--- config.mk ---
export PLATFORM = sky130hd
export DESIGN_NAME = serial_adc_reader
export DESIGN_NICKNAME = d
export VERILOG_FILES = /design/src/rtl/sadc_pkg.sv /design/src/rtl/sadc_halfdiv.sv /design/src/rtl/sadc_seq.sv /design/src/rtl/sadc_shift.sv /design/src/rtl/serial_adc_reader.sv
export SDC_FILE = /design/constraint.sdc
export NUM_CORES = 1
export LEC_CHECK = 0
export ABC_AREA = 1
export BUFFER_PORTS_ARGS = -buffer_cell sky130_fd_sc_hd__buf_2
export CORE_MARGIN = 3
export CORE_UTILIZATION = 45
export DETAILED_ROUTE_END_ITERATION = 6
export HOLD_SLACK_MARGIN = 0.15
export PLACE_DENSITY = 0.66
export SLEW_MARGIN = 30
export SYNTH_ARGS = -nofsm -noshare
export SYNTH_HDL_FRONTEND = slang
export SYNTH_SLANG_ARGS = --single-unit
--- constraint.sdc ---
create_clock -name clk -period 2.1 [get_ports clk]
set_clock_uncertainty 0.15 [all_clocks]
set_input_delay 0 -clock clk [delete_from_list [all_inputs] [get_ports clk]]
set_output_delay 0 -clock clk [all_outputs]
set_load 0.01 [all_outputs]
--- src/rtl/sadc_pkg.sv ---
package sadc_pkg;

    typedef enum logic [2:0] {
        S_IDLE,
        S_LEAD,
        S_LOW,
        S_HIGH,
        S_GAP,
        S_TAIL,
        S_REST
    } sadc_state_e;

endpackage

--- src/rtl/sadc_halfdiv.sv ---
module sadc_halfdiv #(
    parameter int HALF_DIV = 2
) (
    input  logic clk,
    input  logic rst_n,
    input  logic run_i,
    output logic tick_o
);
    localparam int W = (HALF_DIV > 1) ? $clog2(HALF_DIV) : 1;
    localparam logic [W-1:0] LAST = W'(HALF_DIV - 1);

    logic [W-1:0] cnt_d, cnt_q;

    always_comb begin
        tick_o = run_i && (cnt_q == LAST);
        if (!run_i || tick_o) cnt_d = '0;
        else                  cnt_d = cnt_q + W'(1);
    end

    always_ff @(posedge clk or negedge rst_n) begin
        if (!rst_n) cnt_q <= '0;
        else        cnt_q <= cnt_d;
    end

    assert_half_bound_R3: assert property (@(posedge clk) disable iff (!rst_n)
        cnt_q <= LAST);
    assert_idle_clear_R3: assert property (@(posedge clk) disable iff (!rst_n)
        !run_i |=> cnt_q == '0);

endmodule

--- src/rtl/sadc_seq.sv ---
module sadc_seq
    import sadc_pkg::*;
#(
    parameter int ACQ_CLKS  = 5,
    parameter int DATA_BITS = 16,
    parameter int BURST_LEN = 8,
    parameter int GAP_CYC   = 6,
    parameter int REST_CYC  = 3,
    parameter int CW        = 5
) (
    input  logic          clk,
    input  logic          rst_n,
    input  logic          start_i,
    input  logic          burst_en_i,
    input  logic          tick_i,
    output logic          run_o,
    output logic          sample_o,
    output logic [CW-1:0] idx_o,
    output logic          frame_start_o,
    output logic          finish_o,
    output logic          sclk_o,
    output logic          cs_n_o,
    output logic          busy_o,
    output logic          valid_o
);
    localparam int FRAME = ACQ_CLKS + 1 + DATA_BITS;
    localparam int GW    = $clog2(GAP_CYC + 1);
    localparam int RW    = $clog2(REST_CYC + 1);
    localparam int BW    = $clog2(BURST_LEN + 1);
    localparam logic [CW-1:0] LAST_CLK = CW'(FRAME);
    localparam logic [GW-1:0] GAP_LAST = GW'(GAP_CYC - 1);
    localparam logic [RW-1:0] RST_LAST = RW'(REST_CYC - 1);
    localparam logic [BW-1:0] GRP_LAST = BW'(BURST_LEN);

    typedef struct packed {
        sadc_state_e   state;
        logic [CW-1:0] clk_cnt;
        logic [BW-1:0] grp_cnt;
        logic [GW-1:0] gap_cnt;
        logic [RW-1:0] rest_cnt;
        logic          burst;
        logic          sclk;
        logic          cs_n;
        logic          valid;
    } seq_t;

    seq_t d, q;

    always_comb begin
        d             = q;
        d.valid       = 1'b0;
        sample_o      = 1'b0;
        frame_start_o = 1'b0;
        finish_o      = 1'b0;
        unique case (q.state)
            S_IDLE: begin
                if (start_i) begin
                    d.state       = S_LEAD;
                    d.cs_n        = 1'b0;
                    d.burst       = burst_en_i;
                    d.clk_cnt     = '0;
                    d.grp_cnt     = '0;
                    frame_start_o = 1'b1;
                end
            end
            S_LEAD, S_LOW: begin
                if (tick_i) begin
                    d.state   = S_HIGH;
                    d.sclk    = 1'b1;
                    d.clk_cnt = q.clk_cnt + CW'(1);
                    d.grp_cnt = q.grp_cnt + BW'(1);
                    sample_o  = 1'b1;
                end
            end
            S_HIGH: begin
                if (tick_i) begin
                    d.sclk = 1'b0;
                    if (q.grp_cnt == GRP_LAST) d.grp_cnt = '0;
                    if (q.clk_cnt == LAST_CLK) begin
                        d.state = S_TAIL;
                    end else if (q.burst && q.grp_cnt == GRP_LAST) begin
                        d.state   = S_GAP;
                        d.gap_cnt = '0;
                    end else begin
                        d.state = S_LOW;
                    end
                end
            end
            S_GAP: begin
                if (q.gap_cnt == GAP_LAST) d.state = S_LOW;
                else                       d.gap_cnt = q.gap_cnt + GW'(1);
            end
            S_TAIL: begin
                if (tick_i) begin
                    d.state    = S_REST;
                    d.cs_n     = 1'b1;
                    d.valid    = 1'b1;
                    d.rest_cnt = '0;
                    finish_o   = 1'b1;
                end
            end
            S_REST: begin
                if (q.rest_cnt == RST_LAST) d.state = S_IDLE;
                else                        d.rest_cnt = q.rest_cnt + RW'(1);
            end
            default: d.state = S_IDLE;
        endcase
    end

    always_ff @(posedge clk or negedge rst_n) begin
        if (!rst_n) begin
            q.state    <= S_IDLE;
            q.clk_cnt  <= '0;
            q.grp_cnt  <= '0;
            q.gap_cnt  <= '0;
            q.rest_cnt <= '0;
            q.burst    <= 1'b0;
            q.sclk     <= 1'b0;
            q.cs_n     <= 1'b1;
            q.valid    <= 1'b0;
        end else begin
            q <= d;
        end
    end

    assign run_o   = (q.state == S_LEAD) || (q.state == S_LOW) ||
                     (q.state == S_HIGH) || (q.state == S_TAIL);
    assign idx_o   = q.clk_cnt + CW'(1);
    assign sclk_o  = q.sclk;
    assign cs_n_o  = q.cs_n;
    assign busy_o  = (q.state != S_IDLE) && (q.state != S_REST);
    assign valid_o = q.valid;

    logic in_frame, was_in_frame;
    assign in_frame = busy_o;
    always_ff @(posedge clk or negedge rst_n) begin
        if (!rst_n) was_in_frame <= 1'b0;
        else        was_in_frame <= in_frame;
    end

    assert_count_bound_R2: assert property (@(posedge clk) disable iff (!rst_n)
        q.clk_cnt <= LAST_CLK);
    assert_gap_needs_burst_R8: assert property (@(posedge clk) disable iff (!rst_n)
        (q.state == S_GAP) |-> (q.burst && !q.cs_n && !q.sclk));
    assert_burst_held_R11: assert property (@(posedge clk) disable iff (!rst_n)
        (in_frame && was_in_frame) |-> $stable(q.burst));
    assert_rest_ignore_R9: assert property (@(posedge clk) disable iff (!rst_n)
        (q.state == S_REST) |=> q.cs_n);
    assert_tail_full_R7: assert property (@(posedge clk) disable iff (!rst_n)
        (q.state == S_TAIL) |-> (q.clk_cnt == LAST_CLK));

endmodule

--- src/rtl/sadc_shift.sv ---
module sadc_shift #(
    parameter int ACQ_CLKS  = 5,
    parameter int DATA_BITS = 16,
    parameter int CW        = 5
) (
    input  logic                 clk,
    input  logic                 rst_n,
    input  logic                 clear_i,
    input  logic                 sample_i,
    input  logic [CW-1:0]        idx_i,
    input  logic                 miso_i,
    input  logic                 finish_i,
    output logic [DATA_BITS-1:0] data_o,
    output logic                 nerr_o
);
    localparam int FRAME = ACQ_CLKS + 1 + DATA_BITS;
    localparam logic [CW-1:0] NULL_IDX = CW'(ACQ_CLKS + 1);
    localparam logic [CW-1:0] LAST_IDX = CW'(FRAME);

    typedef struct packed {
        logic [DATA_BITS-1:0] sh;
        logic                 nerr;
        logic [DATA_BITS-1:0] out;
        logic                 out_err;
    } cap_t;

    cap_t d, q;

    always_comb begin
        d = q;
        if (clear_i) begin
            d.sh   = '0;
            d.nerr = 1'b0;
        end else if (sample_i) begin
            if (idx_i == NULL_IDX)     d.nerr = miso_i;
            else if (idx_i > NULL_IDX) d.sh   = {q.sh[DATA_BITS-2:0], miso_i};
        end
        if (finish_i) begin
            d.out     = q.sh;
            d.out_err = q.nerr;
        end
    end

    always_ff @(posedge clk or negedge rst_n) begin
        if (!rst_n) q <= '0;
        else        q <= d;
    end

    assign data_o = q.out;
    assign nerr_o = q.out_err;

    assert_idx_range_R2: assert property (@(posedge clk) disable iff (!rst_n)
        sample_i |-> (idx_i != '0 && idx_i <= LAST_IDX));
    assert_out_hold_R6: assert property (@(posedge clk) disable iff (!rst_n)
        !finish_i |=> $stable(q.out) && $stable(q.out_err));

endmodule

--- src/rtl/serial_adc_reader.sv ---
module serial_adc_reader #(
    parameter int HALF_DIV  = 2,
    parameter int GAP_CYC   = 6,
    parameter int REST_CYC  = 3,
    parameter int ACQ_CLKS  = 5,
    parameter int DATA_BITS = 16,
    parameter int BURST_LEN = 8
) (
    input  logic                 clk,
    input  logic                 rst_n,
    input  logic                 start_i,
    input  logic                 burst_en_i,
    input  logic                 miso_i,
    output logic                 sclk_o,
    output logic                 cs_n_o,
    output logic                 busy_o,
    output logic                 valid_o,
    output logic [DATA_BITS-1:0] data_o,
    output logic                 null_err_o
);
    localparam int FRAME = ACQ_CLKS + 1 + DATA_BITS;
    localparam int CW    = $clog2(FRAME + 1);

    logic          run, tick, sample, frame_start, finish;
    logic [CW-1:0] idx;

    sadc_halfdiv #(.HALF_DIV(HALF_DIV)) u_div (
        .clk    (clk),
        .rst_n  (rst_n),
        .run_i  (run),
        .tick_o (tick)
    );

    sadc_seq #(
        .ACQ_CLKS (ACQ_CLKS),
        .DATA_BITS(DATA_BITS),
        .BURST_LEN(BURST_LEN),
        .GAP_CYC  (GAP_CYC),
        .REST_CYC (REST_CYC),
        .CW       (CW)
    ) u_seq (
        .clk          (clk),
        .rst_n        (rst_n),
        .start_i      (start_i),
        .burst_en_i   (burst_en_i),
        .tick_i       (tick),
        .run_o        (run),
        .sample_o     (sample),
        .idx_o        (idx),
        .frame_start_o(frame_start),
        .finish_o     (finish),
        .sclk_o       (sclk_o),
        .cs_n_o       (cs_n_o),
        .busy_o       (busy_o),
        .valid_o      (valid_o)
    );

    sadc_shift #(
        .ACQ_CLKS (ACQ_CLKS),
        .DATA_BITS(DATA_BITS),
        .CW       (CW)
    ) u_shift (
        .clk     (clk),
        .rst_n   (rst_n),
        .clear_i (frame_start),
        .sample_i(sample),
        .idx_i   (idx),
        .miso_i  (miso_i),
        .finish_i(finish),
        .data_o  (data_o),
        .nerr_o  (null_err_o)
    );

    assert_cs_rise_valid_R7: assert property (@(posedge clk) disable iff (!rst_n)
        $rose(cs_n_o) |-> valid_o);
    assert_valid_single_R7: assert property (@(posedge clk) disable iff (!rst_n)
        valid_o |=> !valid_o);
    assert_sclk_in_frame_R3: assert property (@(posedge clk) disable iff (!rst_n)
        sclk_o |-> !cs_n_o);
    assert_busy_cs_R2: assert property (@(posedge clk) disable iff (!rst_n)
        busy_o |-> !cs_n_o);
    assert_cs_min_high_R10: assert property (@(posedge clk) disable iff (!rst_n)
        $rose(cs_n_o) |=> cs_n_o);

endmodule

# == After elaboration in Yosys (flattened, before gate mapping) ==
# Index checks and enable logic that the tools add are counted.
# Widths: inputs -> output; s select.
# op_classes
addsub,5
order_cmp,1
n_eq_ne,24
mux,38
n_reduce_logical,30
# op_table
operator,count
$mux 17,2
$mux 16,2
$mux 3,9
$mux 12,2
$pmux 3 s6,1
$ne 2x2->1 const B,8
$reduce_bool 2->1,8
$reduce_and 3->1,5
$eq 3x3->1 const B,4
$pmux 4 s3,1
$mux 1,11
$pmux 5 s2,1
$reduce_and 5->1,2
$ne 2x1->1 const B,4
$mux 7,1
$eq 3x2->1 const B,2
$mux 2,3
$pmux 3 s2,1
$reduce_and 6->1,1
$reduce_bool 3->1,2
$add 5x1->5 const B,1
$eq 5x3->1 const B,1
$eq 5x5->1 const B,1
$gt 5x3->1 const B,1
17 further kinds,24
# totals
register_bits,56
input_bits,5
elab_cells,112

# == Depth between registers and ports, before layout ==
# Gate-level depths: netlist (run 1).
# logic_depth
depth_word,9
mapped_depth,10
mapped_depth_nobuf,9

# == Hierarchy ==
# Synthesis (run 1) repeated with hierarchy kept, for this count alone.
# hier_totals
cells_unflattened,354
area_unflattened_um2,3015.4
# by_module_without_submodules
mod,n_inst,cells_each,area_per_inst_um2,seq_area_each_um2
sadc_shift,1,187,1654.1,850.8
sadc_seq,1,162,1318.8,526.8
sadc_halfdiv,1,5,42.5,25.0

# == Worst setup path before layout (run 1) ==
# No wires, ideal clock.
# synth_path
path_kind,reg-to-reg
start,register u_seq.q[13] (netlist name)
end,register u_shift.q[29] (netlist name)
setup_time_ns,0.117
arrival_ns,1.414
required_ns,1.833
setup_slack_ns,0.419
stages_incl_launch_ff,10
synth_period_minus_slack_ns,1.681
cell_sequence,dfrtp_1 > inv_1 > ha_1 > nor2_1 > nand3_2 > nand3_4 > nand2_4 > buf_6 > nand3_1 > nand2_1
# synth_between
elab_chain_len,4
word_cells_on_any_way,6
classes_between,add/sub (1); order compare (1); eq/ne (2); reduce/logical (2)
# synth_rtl
item,line_no,text
start: declaration,sadc_seq.sv:47,"seq_t d, q;"
$add 5x1->5 (*),sadc_seq.sv:128,assign idx_o = q.clk_cnt + CW'(1);
$gt 5x3->1 or $eq 5x3->1 (tied branches),"sadc_shift.sv:36, sadc_shift.sv:35",
$reduce_bool 2->1 (no line) or $ne 2x2->1 (tied branches),-,
$reduce_and 3->1 (no line) (*),-,
end signal: assignment,sadc_shift.sv:45,if (!rst_n) q <= '0;
end signal: assignment,sadc_shift.sv:46,else q <= d;
end: declaration,sadc_shift.sv:27,"cap_t d, q;"
# Every way passes the cells marked *; elsewhere a longest branch is shown, timed or not.
# A chain may end at the register's enable or synchronous reset.

# == Worst setup path after layout (run 1) ==
# layout_path
start,register u_seq.q[18] (netlist name)
end,register u_seq.q[3] (netlist name)
# layout_between
elab_chain_len,2
# layout_rtl
item,line_no,text
$logic_not 3->1,sadc_seq.sv:55,unique case (q.state)
$reduce_and 2->1 (no line),-,
# No other way between the ends.

==> results.tsv, run 1 <==
metric	value	unit
synth_top_cell_by_area	dfrtp_1	
power_leakage	1.70	nW
drtAntennaViolNets	0	
min_period	2.03	ns
hold_path.class	flop to flop	
crit_path_start	u_seq.q[18]	
final_area	0.00308	mm^2
synthTopCellsByArea	dfrtp_1 48%, nand2_1 15%, nand3_1 5.8%, buf_4 5.2%, nand4_1 5.0%	
rsz0062_at_grt	no	
cts.sinks	56	
place_congestion	0.914	
arrival	2.07	ns
dieArea	0.00736	mm^2
drive_above_1_share	0.154	
outcome	finished clean	
clock_path_buffers	2	
ys_warn_count	0	
ys_seq_elements	56	
fin_setup_tns	0	ns
path_clk_slew	0.11	ns
vias	2145	
setup_ws	0.0743	ns
peakVddDrop	468	uV
synthCells	335	
clk_latency	0.31	ns
die_w	85.8	um
grtUsageTotal	0.153	
crit_type	flop to flop	
drt_first_pass_iters	4	
routed_wl	5260	um
synth_top_family_by_area	simple AND/OR/NAND/NOR gates	
drv_slew	0	
grt_pass1_wl	9160	um
yosysMostFrequentCell	nand2_1	
r2r_start	u_seq.q[18]	
regArea	0.00140	mm^2
rows	28	
design_power_total	3.52	mW
multiInputGateArea	0.00117	mm^2
htree_levels	2	
avgRoutedWirePerCell	12.4	um
final-hold-violation-count	0	
ys_seq_area_frac	0.489	
power_density	1140	mW/mm^2
synth_common_cells	117 x nand2_1, 55 x dfrtp_1, 33 x nand3_1	
synth_edf_count	0	
synth_xor_area_frac	0.0122	
synth_compound_area_frac	0.0288	
r2r_cells	6	
endpoint	u_seq.q[3]	
io_pins	26	
required	2.14	ns
cap_viol_max_count	0	
area_growth	7.33	%
nets	362	
muxShareOfSynthArea	0.00742	
nFillCells	574	
cp_max_fo	8	
cts_tree	done	
regToRegSetupSlack	0.07	ns
pre_cts_ws	0.224	ns
hold_depth	2	
clockPowerShare	0.177	
worst_slew_pin_slew	0.378	ns
synth_flop_cell	dfrtp_1	
startpoint_type	flop	
yosysUniqueCellTypes	32	
synthSimpleGateAreaFrac	0.326	
fp.coreArea	0.00606	mm^2
num_antenna_cells	0	
syn_area	0.00287	mm^2
viasPerCell	5.05	
post-dp-hpwl	3540	um
cts_resized	0	
netSwitchingPower	1.54	mW
slew_headroom	0.747	
fin_crit_sh	0.965	
cp-end-kind	flop	
synth_top_cell_area_share	0.480	
combPwrFrac	0.396	
io_buffers	25	
r2r_end	u_seq.q[3]	
async_reset_ff_frac	1.00	
syn_nets	348	
antenna_found_initial	0	
root_buffer	clkbuf_8	
drcViolationCount	0	
synth_fa_ha_area_frac	0.0349	
setup_viol	0	
overflow	0	
syn_avg_cell_area	8.56	um^2
cts_made_buffers	5	
internal-power	1.98	mW
pwr-share-seq	0.428	
dpl_cell_area	0.00292	mm^2
die_y	85.8	um
dr.first_iter.drc_count	124	
start_util	0.473	
switching_share	0.438	
max_freq	494	MHz
grt_max_degree	57	
grt_pass1_vias	2023	
[layout make-up]
class                           instances  area share
Inverter                               22      0.0268
Sequential cell                        56       0.456
Clock inverter                          3     0.00895
Clock buffer                            5      0.0224
Multi-Input combinational cell        229       0.381
Timing Repair Buffer                   35      0.0740
Tap cell                               75      0.0305
[cells by family (layout without fill, tap and decap cells)]
family	Yosys count	in the layout
AO/OA/AOI/OAI	16	16
XOR/XNOR	4	4
adder cells (fa/ha/maj)	8	8
buffers and inverters	50	65
flip-flops	56	56
multiplexers	2	2
AND/OR/NAND/NOR	199	199
[repair_timing]
action                                 4_1_cts  5_1_grt
buffers inserted                             0        0
setup endpoints to repair                    0        0
hold buffers                                 6        0
endpoints found under the hold margin       81        0
[sequential cells by signal (all words and copies together), names as in the netlist]
name / flops
u_shift.q: 17
u_shift.nerr_o: 1
u_seq.valid_o: 1
u_seq.q: 18
u_shift.data_o: 16
u_seq.sclk_o: 1
u_div.cnt_q: 1
u_seq.cs_n_o: 1
[critical path, stage by stage (launching register included)]
cell and delay [ns]:
dfrtp_1 0.43, inv_2 0.14, nand2_4 0.11, nor2_4 0.14
nand2_4 0.08, mux2_2 0.28, dlygate4sd3_1 0.58
[routing by layer]
layer,vias up,GRT usage,routed length [um]
met1,977,0.209,2610
met2,51,0.235,2280
met5,-,0,0
li1,1107,-,-
met4,0,0.0647,131
met3,10,0.0346,235
[power groups by stage]
stage          Clock [mW]  Combinational (mW)  Sequential (mW)
2_1_floorplan           0                1.22             1.46
3_3_place_gp            0                1.35             1.52
3_5_place_dp            0                1.36             1.52
4_1_cts             0.650                1.39             1.50
5_1_grt             0.692                1.57             1.54
6_report            0.622                1.39             1.50
[metrics by stage]
stage	hold slack, ns	std cells	util
floorplan	-0.446	335	-
global placement	-0.131	411	0.482
detailed placement	-0.123	411	0.482
CTS	0.321	425	0.508
global route	0.338	425	0.508
finish	0.318	425	0.508
[placed cells by master, fill, tap and decap left out]
master         count
nand3_2            2
nand3_4            1
nor2_1            12
o21ai_1            2
nand2_1          117
mux2_2             1
dfrtp_1           55
nor3_1             1
nand4_4            1
dfstp_2            1
clkbuf_8           5
buf_4              3
nand3b_1           1
nor2_2             1
o22ai_1            2
xor2_1             3
nand4_1           23
nand3_1           33
inv_8              1
buf_12             1
mux2i_1            1
xnor2_1            1
inv_1             17
nor2_4             1
or2_1              1
buf_2             25
a21oi_1            4
and2_1             1
inv_2              5
clkinv_4           1
nand2_2            1
ha_1               8
dlygate4sd3_1      6
clkinvlp_4         1
o21ai_0            8
nand2_4            3
[worst min path at each step]
stage	to	startpoint	slack (ns)
3_3_place_gp	u_shift.data_o[13]	rst_n	-0.13
2_1_floorplan	u_div.cnt_q	rst_n	-0.45
3_5_place_dp	u_shift.data_o[14]	rst_n	-0.12
5_1_grt	u_seq.cs_n_o	u_seq.cs_n_o	0.34
4_1_cts	u_seq.cs_n_o	u_seq.cs_n_o	0.32
6_report	u_seq.cs_n_o	u_seq.cs_n_o	0.32
No activity file was read; power rests on OpenSTA's default activity.
==> inputs of run 2 (changes only) <==
Settings changed: ABC_AREA 1 to 0.
==> results.tsv, run 2 <==
metric	value	unit	change
outcome	finished clean		
min_period	2.06	ns	+0.0315 ns
top_register	u_seq.q		
grt_max_degree	30		-47%
drt_first_pass_iters	4		unchanged
drtAntennaViolNets	0		unchanged
dieArea	0.00780	mm^2	+6.0%
pwr-share-seq	0.318		-0.110
max_freq	486	MHz	-1.5%
startpoint_type	flop		
slew_headroom	0.720		-0.0276
nets	343		-5.2%
syn_nets	317		-8.9%
mostFrequentLayoutCell	dfrtp_1		
rows	29		+3.6%
num_antenna_cells	0		unchanged
synth_common_cells	55 x dfrtp_1, 20 x mux2_2, 20 x nand2_1, 20 x nor2_1, 20 x nor3_1		
cts_made_buffers	5		unchanged
path_clk_slew	0.10	ns	about the same
place_congestion	0.806		-12%
r2r_end	u_shift.q[24]		
grt_pass1_wl	10700	um	+17%
vias	2289		+6.7%
pre_cts_ws	-0.0533	ns	-0.277 ns
cts_tree	done		
regToRegSetupSlack	0.04	ns	-0.03 ns
whs	0.331	ns	+0.0126 ns
peakVddDrop	687	uV	+47%
drive_above_1_share	0.308		+0.154
die_w	88.3	um	+2.9%
fin_util	0.546		+0.0383
largest_reg_flops	18		unchanged
min_from	burst_en_i		
cts.sinks	56		unchanged
hold_path.class	primary input to flop		
power_leakage	1.66	nW	-2.4%
fin_crit_sh	0.980		+0.0150
ys_seq_elements	56		unchanged
start_util	0.472		-0.000659
clockPowerShare	0.144		-0.033
root_buffer	clkbuf_8		
setup_ws	0.0428	ns	-0.0315 ns
clock_path_buffers	2		unchanged
setup_viol	0		unchanged
netSwitchingPower	1.90	mW	+24%
internal-power	2.94	mW	+49%
power_density	1370	mW/mm^2	+20%
synthCells	304		-9.3%
synth_edf_count	0		unchanged
r2r_cells	5		-1
arrival	2.09	ns	+0.02 ns
viasPerCell	5.61		+11%
grtUsageTotal	0.173		+0.0195
io_pins	26		unchanged
yosysUniqueCellTypes	49		+53%
synth_top_cell_area_share	0.451		-0.0290
crit_type	flop to flop		
drcViolationCount	0		unchanged
syn_avg_cell_area	10.0	um^2	+17%
holdPathEnd	u_seq.q[3]		
routed_wl	6080	um	+16%
final-hold-violation-count	0		unchanged
ys_seq_area_frac	0.460		-0.0295
overflow	0		unchanged
async_reset_ff_frac	1.00		unchanged
ys_warn_count	0		unchanged
mostFrequentLayoutCells	54 x dfrtp_1, 25 x buf_2, 20 x nand2_1, 20 x nor3_1, 20 x mux2_2		
cap_viol_max_count	0		unchanged
slowest_stage	or4b_4		
fp.coreArea	0.00646	mm^2	+6.6%
avgRoutedWirePerCell	14.9	um	+20%
area_growth	15.6	%	
syn_area	0.00305	mm^2	+6.4%
combPwrFrac	0.537		+0.141
worst_slew_pin_slew	0.417	ns	+0.0390 ns
r2r_start	u_seq.q[18]		
synth_flop_cell	dfrtp_1		
hold_depth	3		+1
grt_pass1_vias	2214		+9.4%
dr.first_iter.drc_count	113		-8.9%
cp-end-kind	flop		
crit_chain	or4b_4 > buf_4 > nand2_1 > o32ai_1 > or3_1		
required	2.14	ns	about the same
die_y	88.3	um	+2.9%
cp_max_fo	5		-3
antenna_found_initial	0		unchanged
drv_slew	0		unchanged
critPathMaxStageDelay	0.62	ns	+0.04 ns
synth_top_cell_by_area	dfrtp_1		
io_buffers	25		unchanged
switching_share	0.393		-0.0450
clk_latency	0.30	ns	about the same
post-dp-hpwl	4150	um	+17%
synthTopCellsByArea	dfrtp_1 45%, mux2_2 7.4%, o32ai_1 4.3%, buf_4 3.9%, or3_1 3.5%		
htree_levels	2		unchanged
yosysMostFrequentCell	dfrtp_1		
run 2: stage by stage:
stage | setup TNS, ns | instances | total power [mW] | cell area (um^2)
2_1_floorplan | 0 | 304 | 3.34 | 3050
3_3_place_gp | 0 | 391 | 3.93 | 3240
3_5_place_dp | -0.334 | 391 | 3.99 | 3240
4_1_cts | 0 | 404 | 4.75 | 3420
5_1_grt | -0.00178 | 408 | 5.26 | 3530
6_report | 0 | 408 | 4.84 | 3530
run 2: timing repair:
item / in CTS / in global routing
pin swaps: 0 / 1
endpoints found under the setup margin: 15 / 18
buffers inserted: 0 / 3
resized for setup: 3 / 9
hold endpoints to repair: 59 / 1
hold buffers: 5 / 1
run 2: area by class of cell:
cell class                 instances  area [um^2]
fill                             567         2930
multi-input combinational        202         1430
sequential                        56         1400
timing repair buffer              55          449
tap                               77         96.3
clock buffer                       6         72.6
inverter                          10         37.5
clock inverter                     2         35.0
run 2: logic make-up (layout without fill, tap and decap cells):
group	count (synthesis)	in the layout	share of synthesized area
fa+ha+maj	8	8	0.0328
flops	56	56	0.460
mux	21	21	0.0771
simple gates	116	116	0.200
xor+xnor	6	6	0.0172
compound gates	51	51	0.126
buf+inv	46	73	0.0865
run 2: power groups by stage:
stage          clock network, mW  logic [mW]  registers, mW
3_3_place_gp                   0        2.39           1.54
3_5_place_dp                   0        2.44           1.55
5_1_grt                    0.765        2.91           1.58
2_1_floorplan                  0        1.82           1.52
4_1_cts                    0.729        2.49           1.53
6_report                   0.698        2.60           1.54
run 2: per-layer routing:
layer	vias to the layer above	global-route usage	wire length [um]
met4	0	0.0522	63
met3	6	0.0354	189
met5	-	0	0
met1	1110	0.234	2900
li1	1126	-	-
met2	47	0.280	2930
run 2: worst max path at each step:
| stage | from | end | slack (ns) | cells after the start |
|---|---|---|---|---|
| 3_3_place_gp | u_seq.q[13] | u_shift.q[21] | 0.01 | 5 |
| 2_1_floorplan | u_seq.q[13] | u_shift.q[23] | 0.002 | 7 |
| 5_1_grt | u_seq.q[14] | u_shift.q[31] | -0.002 | 7 |
| 4_1_cts | u_seq.q[20] | u_seq.q[15] | 0.03 | 5 |
| 3_5_place_dp | u_seq.q[13] | u_shift.q[31] | -0.05 | 5 |
| 6_report | u_seq.q[18] | u_shift.q[24] | 0.04 | 5 |
run 2: critical path, delay by kind of cell, from the launching register on:
kind | cells | cell delay, ns
AO/OA/AOI/OAI | 1 | 0.09
buffers and inverters | 1 | 0.18
flip-flops | 1 | 0.39
AND/OR/NAND/NOR | 3 | 1.12
